<file path="src/rtl/pcm_tx_pkg.sv">
package pcm_tx_pkg;
  typedef enum logic [1:0] {
    PH_IDLE = 2'd0,
    PH_PEND = 2'd1,
    PH_SEND = 2'd2
  } tx_phase_e;
endpackage

</file>
<file path="src/rtl/pcm_tx_rstsync.sv">
module pcm_tx_rstsync #(
  parameter int STAGES = 2
) (
  input  logic clk,
  input  logic arst_n,
  output logic rst_n_o
);
  logic [STAGES-1:0] sync_q;

  always_ff @(posedge clk or negedge arst_n) begin
    if (!arst_n) sync_q <= '0;
    else         sync_q <= {sync_q[STAGES-2:0], 1'b1};
  end

  assign rst_n_o = sync_q[STAGES-1];
endmodule

</file>
<file path="src/rtl/pcm_tx_frame.sv">
module pcm_tx_frame #(
  parameter int DATA_W   = 7,
  parameter int TRAIL_W  = 2,
  parameter int WORD_LEN = 1 + DATA_W + TRAIL_W
) (
  input  logic [DATA_W-1:0]   code,
  input  logic                par_on,
  output logic [WORD_LEN-1:0] frame
);
  logic first_trail;

  // even parity: the code bits plus this bit carry an even count of ones
  always_comb begin
    first_trail = par_on ? ^code : 1'b1;
  end

  generate
    if (TRAIL_W > 1) begin : g_multi_trail
      assign frame = {1'b0, code, first_trail, {(TRAIL_W-1){1'b1}}};
    end else begin : g_single_trail
      assign frame = {1'b0, code, first_trail};
    end
  endgenerate
endmodule

</file>
<file path="src/rtl/pcm_tx_ctrl.sv">
module pcm_tx_ctrl
  import pcm_tx_pkg::*;
#(
  parameter int WORD_LEN = 10,
  localparam int CNT_W   = $clog2(WORD_LEN + 1)
) (
  input  logic clk,
  input  logic rst_n,
  input  logic s_valid,
  input  logic bit_en,
  output logic ready,
  output logic load,
  output logic shift,
  output logic first,
  output logic finish
);
  tx_phase_e  phase_q, phase_d;
  logic [CNT_W-1:0] cnt_q, cnt_d;

  always_comb begin
    phase_d = phase_q;
    cnt_d   = cnt_q;
    load    = 1'b0;
    shift   = 1'b0;
    first   = 1'b0;
    finish  = 1'b0;
    unique case (phase_q)
      PH_IDLE: begin
        if (s_valid) begin
          load    = 1'b1;
          phase_d = PH_PEND;
        end
      end
      PH_PEND: begin
        if (bit_en) begin
          shift   = 1'b1;
          first   = 1'b1;
          cnt_d   = CNT_W'(1);
          phase_d = PH_SEND;
        end
      end
      PH_SEND: begin
        if (bit_en) begin
          if (cnt_q == CNT_W'(WORD_LEN)) begin
            finish  = 1'b1;
            cnt_d   = '0;
            phase_d = PH_IDLE;
          end else begin
            shift = 1'b1;
            cnt_d = cnt_q + CNT_W'(1);
          end
        end
      end
      default: phase_d = PH_IDLE;
    endcase
  end

  always_ff @(posedge clk or negedge rst_n) begin
    if (!rst_n) begin
      phase_q <= PH_IDLE;
      cnt_q   <= '0;
    end else begin
      phase_q <= phase_d;
      cnt_q   <= cnt_d;
    end
  end

  assign ready = (phase_q == PH_IDLE) && rst_n;
endmodule

</file>
<file path="src/rtl/pcm_tx_shift.sv">
module pcm_tx_shift #(
  parameter int WORD_LEN = 10
) (
  input  logic                clk,
  input  logic                rst_n,
  input  logic                load,
  input  logic [WORD_LEN-1:0] frame,
  input  logic                shift,
  input  logic                first,
  input  logic                finish,
  output logic                ser_out,
  output logic                word_stb
);
  logic [WORD_LEN-1:0] sreg_q, sreg_d;
  logic                line_q, line_d;
  logic                stb_q, stb_d;

  always_comb begin
    sreg_d = sreg_q;
    line_d = line_q;
    stb_d  = shift & first;
    if (load) begin
      sreg_d = frame;
    end else if (shift) begin
      line_d = sreg_q[WORD_LEN-1];
      sreg_d = {sreg_q[WORD_LEN-2:0], 1'b1};
    end else if (finish) begin
      line_d = 1'b1;
    end
  end

  always_ff @(posedge clk or negedge rst_n) begin
    if (!rst_n) begin
      sreg_q <= '1;
      line_q <= 1'b1;
      stb_q  <= 1'b0;
    end else begin
      sreg_q <= sreg_d;
      line_q <= line_d;
      stb_q  <= stb_d;
    end
  end

  assign ser_out  = line_q;
  assign word_stb = stb_q;
endmodule

</file>
<file path="src/rtl/pcm_word_tx.sv">
module pcm_word_tx #(
  parameter int DATA_W  = 7,
  parameter int TRAIL_W = 2,
  localparam int WORD_LEN = 1 + DATA_W + TRAIL_W
) (
  input  logic              clk,
  input  logic              rst_n,
  input  logic              s_valid,
  input  logic [DATA_W-1:0] s_data,
  output logic              s_ready,
  input  logic              par_en,
  input  logic              bit_en,
  output logic              ser_out,
  output logic              word_stb
);
  logic rst_int_n;
  logic ld, sh, fst, fin;
  logic [WORD_LEN-1:0] frame;

  pcm_tx_rstsync #(.STAGES(2)) u_rst (
    .clk     (clk),
    .arst_n  (rst_n),
    .rst_n_o (rst_int_n)
  );

  pcm_tx_frame #(.DATA_W(DATA_W), .TRAIL_W(TRAIL_W), .WORD_LEN(WORD_LEN)) u_frame (
    .code   (s_data),
    .par_on (par_en),
    .frame  (frame)
  );

  pcm_tx_ctrl #(.WORD_LEN(WORD_LEN)) u_ctrl (
    .clk     (clk),
    .rst_n   (rst_int_n),
    .s_valid (s_valid),
    .bit_en  (bit_en),
    .ready   (s_ready),
    .load    (ld),
    .shift   (sh),
    .first   (fst),
    .finish  (fin)
  );

  pcm_tx_shift #(.WORD_LEN(WORD_LEN)) u_shift (
    .clk      (clk),
    .rst_n    (rst_int_n),
    .load     (ld),
    .frame    (frame),
    .shift    (sh),
    .first    (fst),
    .finish   (fin),
    .ser_out  (ser_out),
    .word_stb (word_stb)
  );
endmodule

</file>
<file path="config.mk">
export PLATFORM = sky130hd
export DESIGN_NAME = pcm_word_tx
export DESIGN_NICKNAME = d
export VERILOG_FILES = /design/src/rtl/pcm_tx_pkg.sv /design/src/rtl/pcm_tx_rstsync.sv /design/src/rtl/pcm_tx_frame.sv /design/src/rtl/pcm_tx_ctrl.sv /design/src/rtl/pcm_tx_shift.sv /design/src/rtl/pcm_word_tx.sv
export SDC_FILE = /design/constraint.sdc
export NUM_CORES = 1
export LEC_CHECK = 0
export ABC_AREA = 0
export BUFFER_PORTS_ARGS = -buffer_cell sky130_fd_sc_hd__buf_2
export CORE_MARGIN = 5
export CORE_UTILIZATION = 59
export DETAILED_ROUTE_END_ITERATION = 6
export MAX_ROUTING_LAYER = met4
export PLACE_DENSITY = 0.82
export SLEW_MARGIN = 20
export SYNTH_ARGS = -nofsm -noshare
export SYNTH_HDL_FRONTEND = slang
export SYNTH_SLANG_ARGS = --single-unit
</file>
<file path="constraint.sdc">
create_clock -name clk -period 2.9 [get_ports clk]
set_clock_uncertainty 0.05 [all_clocks]
set_input_delay 0.435 -clock clk [delete_from_list [all_inputs] [get_ports clk]]
set_output_delay 0.435 -clock clk [all_outputs]
set_load 0.01 [all_outputs]
</file>
==> flow_summary.ini <==
[synthesis]
synth-simple-area-share_pct = 12.9
synth_area_mm2 = 0.00105
synthesis.nets = 130
synth_top_family_by_area = compound AO/OA/AOI/OAI gates
postSynthAreaPerCell_um2 = 9.50
synth.top_cell.area_share_pct = 24.9
synth_area_leader_cell = dfstp_2
synthAdderAreaFrac_pct = 8.30
synth_cell_types = 31
ys_warn_count = 0
synth_area_leaders = dfstp_2 (25%), dfrtp_1 (21%), ha_1 (8.3%)
muxShareOfSynthArea_pct = 2.14
ys_seq_area_share_pct = 46.3
synthXorXnorAreaFrac_pct = 4.98
syn_inst = 111
ys_seq_elements = 19
synth_compound_area_share_pct = 20.6

[detailed_routing]
wl_met1_um = 897
met2RoutedLength_um = 1040
drt-wirelength-per-cell_um = 13.4
viasPerCell = 5.59
totalWireLength_um = 2040
first_pass_iters = 4
wl_met3_um = 96
antenna_left = 0
vias = 850
dr.first_iter.drc_count = 22
drc = 0
top_layer_used = met4

[finish]
post-route-util_pct = 68.9
drive_gt1_share_pct = 23.6
layout_commonest_cell = buf_2
layout_common_cells = buf_2 (14), o21ai_0 (12), a21oi_1 (11)
final_nets = 147
finalInstanceArea_mm2 = 0.00118
n_antenna_cell = 0
syn2layout_area_growth_pct = 11.5
n_fill_cell = 137

[flow_run]
cap_violations = 0

[sta]
fin_tns_setup_ns = 0
finalSetupViolCount = 0
max_slew_margin_pct = 64.7
min_period_ns = 1.90
rsz0062_at_grt = false
hold_violations = 0
slew_violations = 0
timing.final.crit_share_pct = 65.4
fmax_mhz = 527
worstMarginPinSlew_ns = 0.523

[clock_tree]
hold_buffers = 1
cts_inserted_buffers = 3
cts_max_level = 1
cts_setup_buffers = 0
clock-sinks = 19
clock_latency_ns = 0.29
post_cts_resized = 0
clockBufferDepth = 2
clockRootBuffer = clkbuf_4
path_clk_slew_ns = 0.10
cts_tree = yes

[placement]
hpwl_um = 1560
dpl-instance-area_mm2 = 0.00114
gp_congestion = 0.862
port_buffers = 14

[grt]
grt_max_degree = 19
antenna_found_initial = 0
grt-ovfl-total = 0
grt_pass1_wl_um = 3390
first_global_vias = 825
track_usage_pct = 16.8

[critical_path]
worstPathMaxFanout = 5
crit_type = flop to flop
cp_data_required_time_ns = 3.03
critical_path.startpoint_type = flop
arrival_ns = 2.03
worstSetupEndpointType = flop
ff2ff_path_depth = 6

[power_and_ir_drop]
power_frac_seq_pct = 42.4
power.density_mw_per_mm2 = 954
p_total_mw = 1.12
p_int_mw = 0.674
swShare_pct = 39.9
p_sw_mw = 0.448
p_comb_share_pct = 46.1
p_leak_nw = 0.518
vdd_drop_max_mv = 0.658
p_clk_share_pct = 11.5

[die]
fp-row-count = 15
start_util_pct = 61.8
ios = 15
die_w_um = 52.3
die_y_um = 52.3
core_mm2 = 0.00171
die_area_mm2 = 0.00273

[run_status]
outcome = complete, no violations

[worst_hold_path]
worstHoldPathType = flop to async pin
## metrics by stage
step           worst slack [ns]  hold slack, ns  cells
2_1_floorplan              1.17          0.0894    111
3_3_place_gp               1.11           0.139    147
3_5_place_dp               1.03           0.152    147
4_1_cts                    1.01           0.159    152
5_1_grt                   0.909           0.185    152
6_report                   1.00           0.142    152
## per-layer routing
metal | up-vias | track usage, %
li1 | 424 | -
met1 | 406 | 20.7
met2 | 18 | 28.5
met3 | 2 | 2.56
met4 | 0 | 5.11
met5 | - | -
## sequential cells by signal, summed over array words and instances (netlist names)
signal	count
u_shift.ser_out	1
u_shift.word_stb	1
u_shift.sreg_q	9
u_rst.sync_q	2
u_ctrl.cnt_q	4
u_ctrl.phase_q	2
## kinds of logic after synthesis
kind of cell	Yosys count
AOI/OAI and AO/OA	37
and+or+nand+nor	29
DFF	19
buffers and inverters	10
adders and majority gates	7
xor gates and xnor gates	6
muxes	2
other	1
## layout make-up
class                   count  area [µm²]  share of cell area, %
inverters                   6        22.5                   1.91
multi-input cells          82         520                   44.3
well taps                  25        31.3                   2.66
clock buffers               4        26.3                   2.23
flip-flops and latches     19         488                   41.5
repair buffers             16        87.6                   7.45
## power groups by stage
| stage | Clock, mW | Combinational (mW) | Sequential (mW) |
|---|---|---|---|
| after floorplan | 0 | 0.415 | 0.471 |
| after global placement | 0 | 0.503 | 0.472 |
| after detailed placement | 0 | 0.519 | 0.481 |
| after CTS | 0.133 | 0.523 | 0.476 |
| after global routing | 0.147 | 0.584 | 0.488 |
| final | 0.129 | 0.517 | 0.476 |
## critical path, stage by stage (launching register included)
cell      delay [ns]
dfrtp_1         0.43
inv_1           0.08
ha_1            0.16
and3b_1         0.19
nand2_1         0.06
a222oi_1        0.43
mux2_2          0.39
## synthesized netlist by cell type, drive strengths merged
master / number
nand2: 8
nor2: 10
o31ai: 1
and3b: 1
buf: 2
a21oi: 11
nor3: 1
clkbuf: 2
a222oi: 1
a21o: 1
dfstp: 10
nand3b: 1
a32oi: 1
nor2b: 1
a31oi: 7
ha: 7
dfrtp: 9
and2: 3
a22o: 1
o21ai: 12
nand4: 1
conb: 1
o32a: 1
xnor2: 5
xor2: 1
inv: 6
mux2: 2
nor4: 1
nand3: 2
o22ai: 1
## final timing paths
path / start / to / slack, ns
worst min-delay path: u_rst.sync_q[1]$_DFF_PN0_ / u_ctrl.phase_q[1]$_DFFE_PN0P_ / 0.14
worst min register to register: u_rst.sync_q[1]$_DFF_PN0_ / u_ctrl.phase_q[1]$_DFFE_PN0P_ / 0.14
worst max-delay path: u_ctrl.cnt_q[0]$_DFFE_PN0P_ / u_ctrl.phase_q[0]$_DFFE_PN0P_ / 1.00
max in group asynchronous: rst_n / u_rst.sync_q[1]$_DFF_PN0_ / 2.32
min in group clk: par_en / u_shift.sreg_q[1]$_DFFE_PN1P_ / 0.25
worst max register to register: u_ctrl.cnt_q[0]$_DFFE_PN0P_ / u_ctrl.phase_q[0]$_DFFE_PN0P_ / 1.00
No activity file was read; power rests on OpenSTA's default activity.
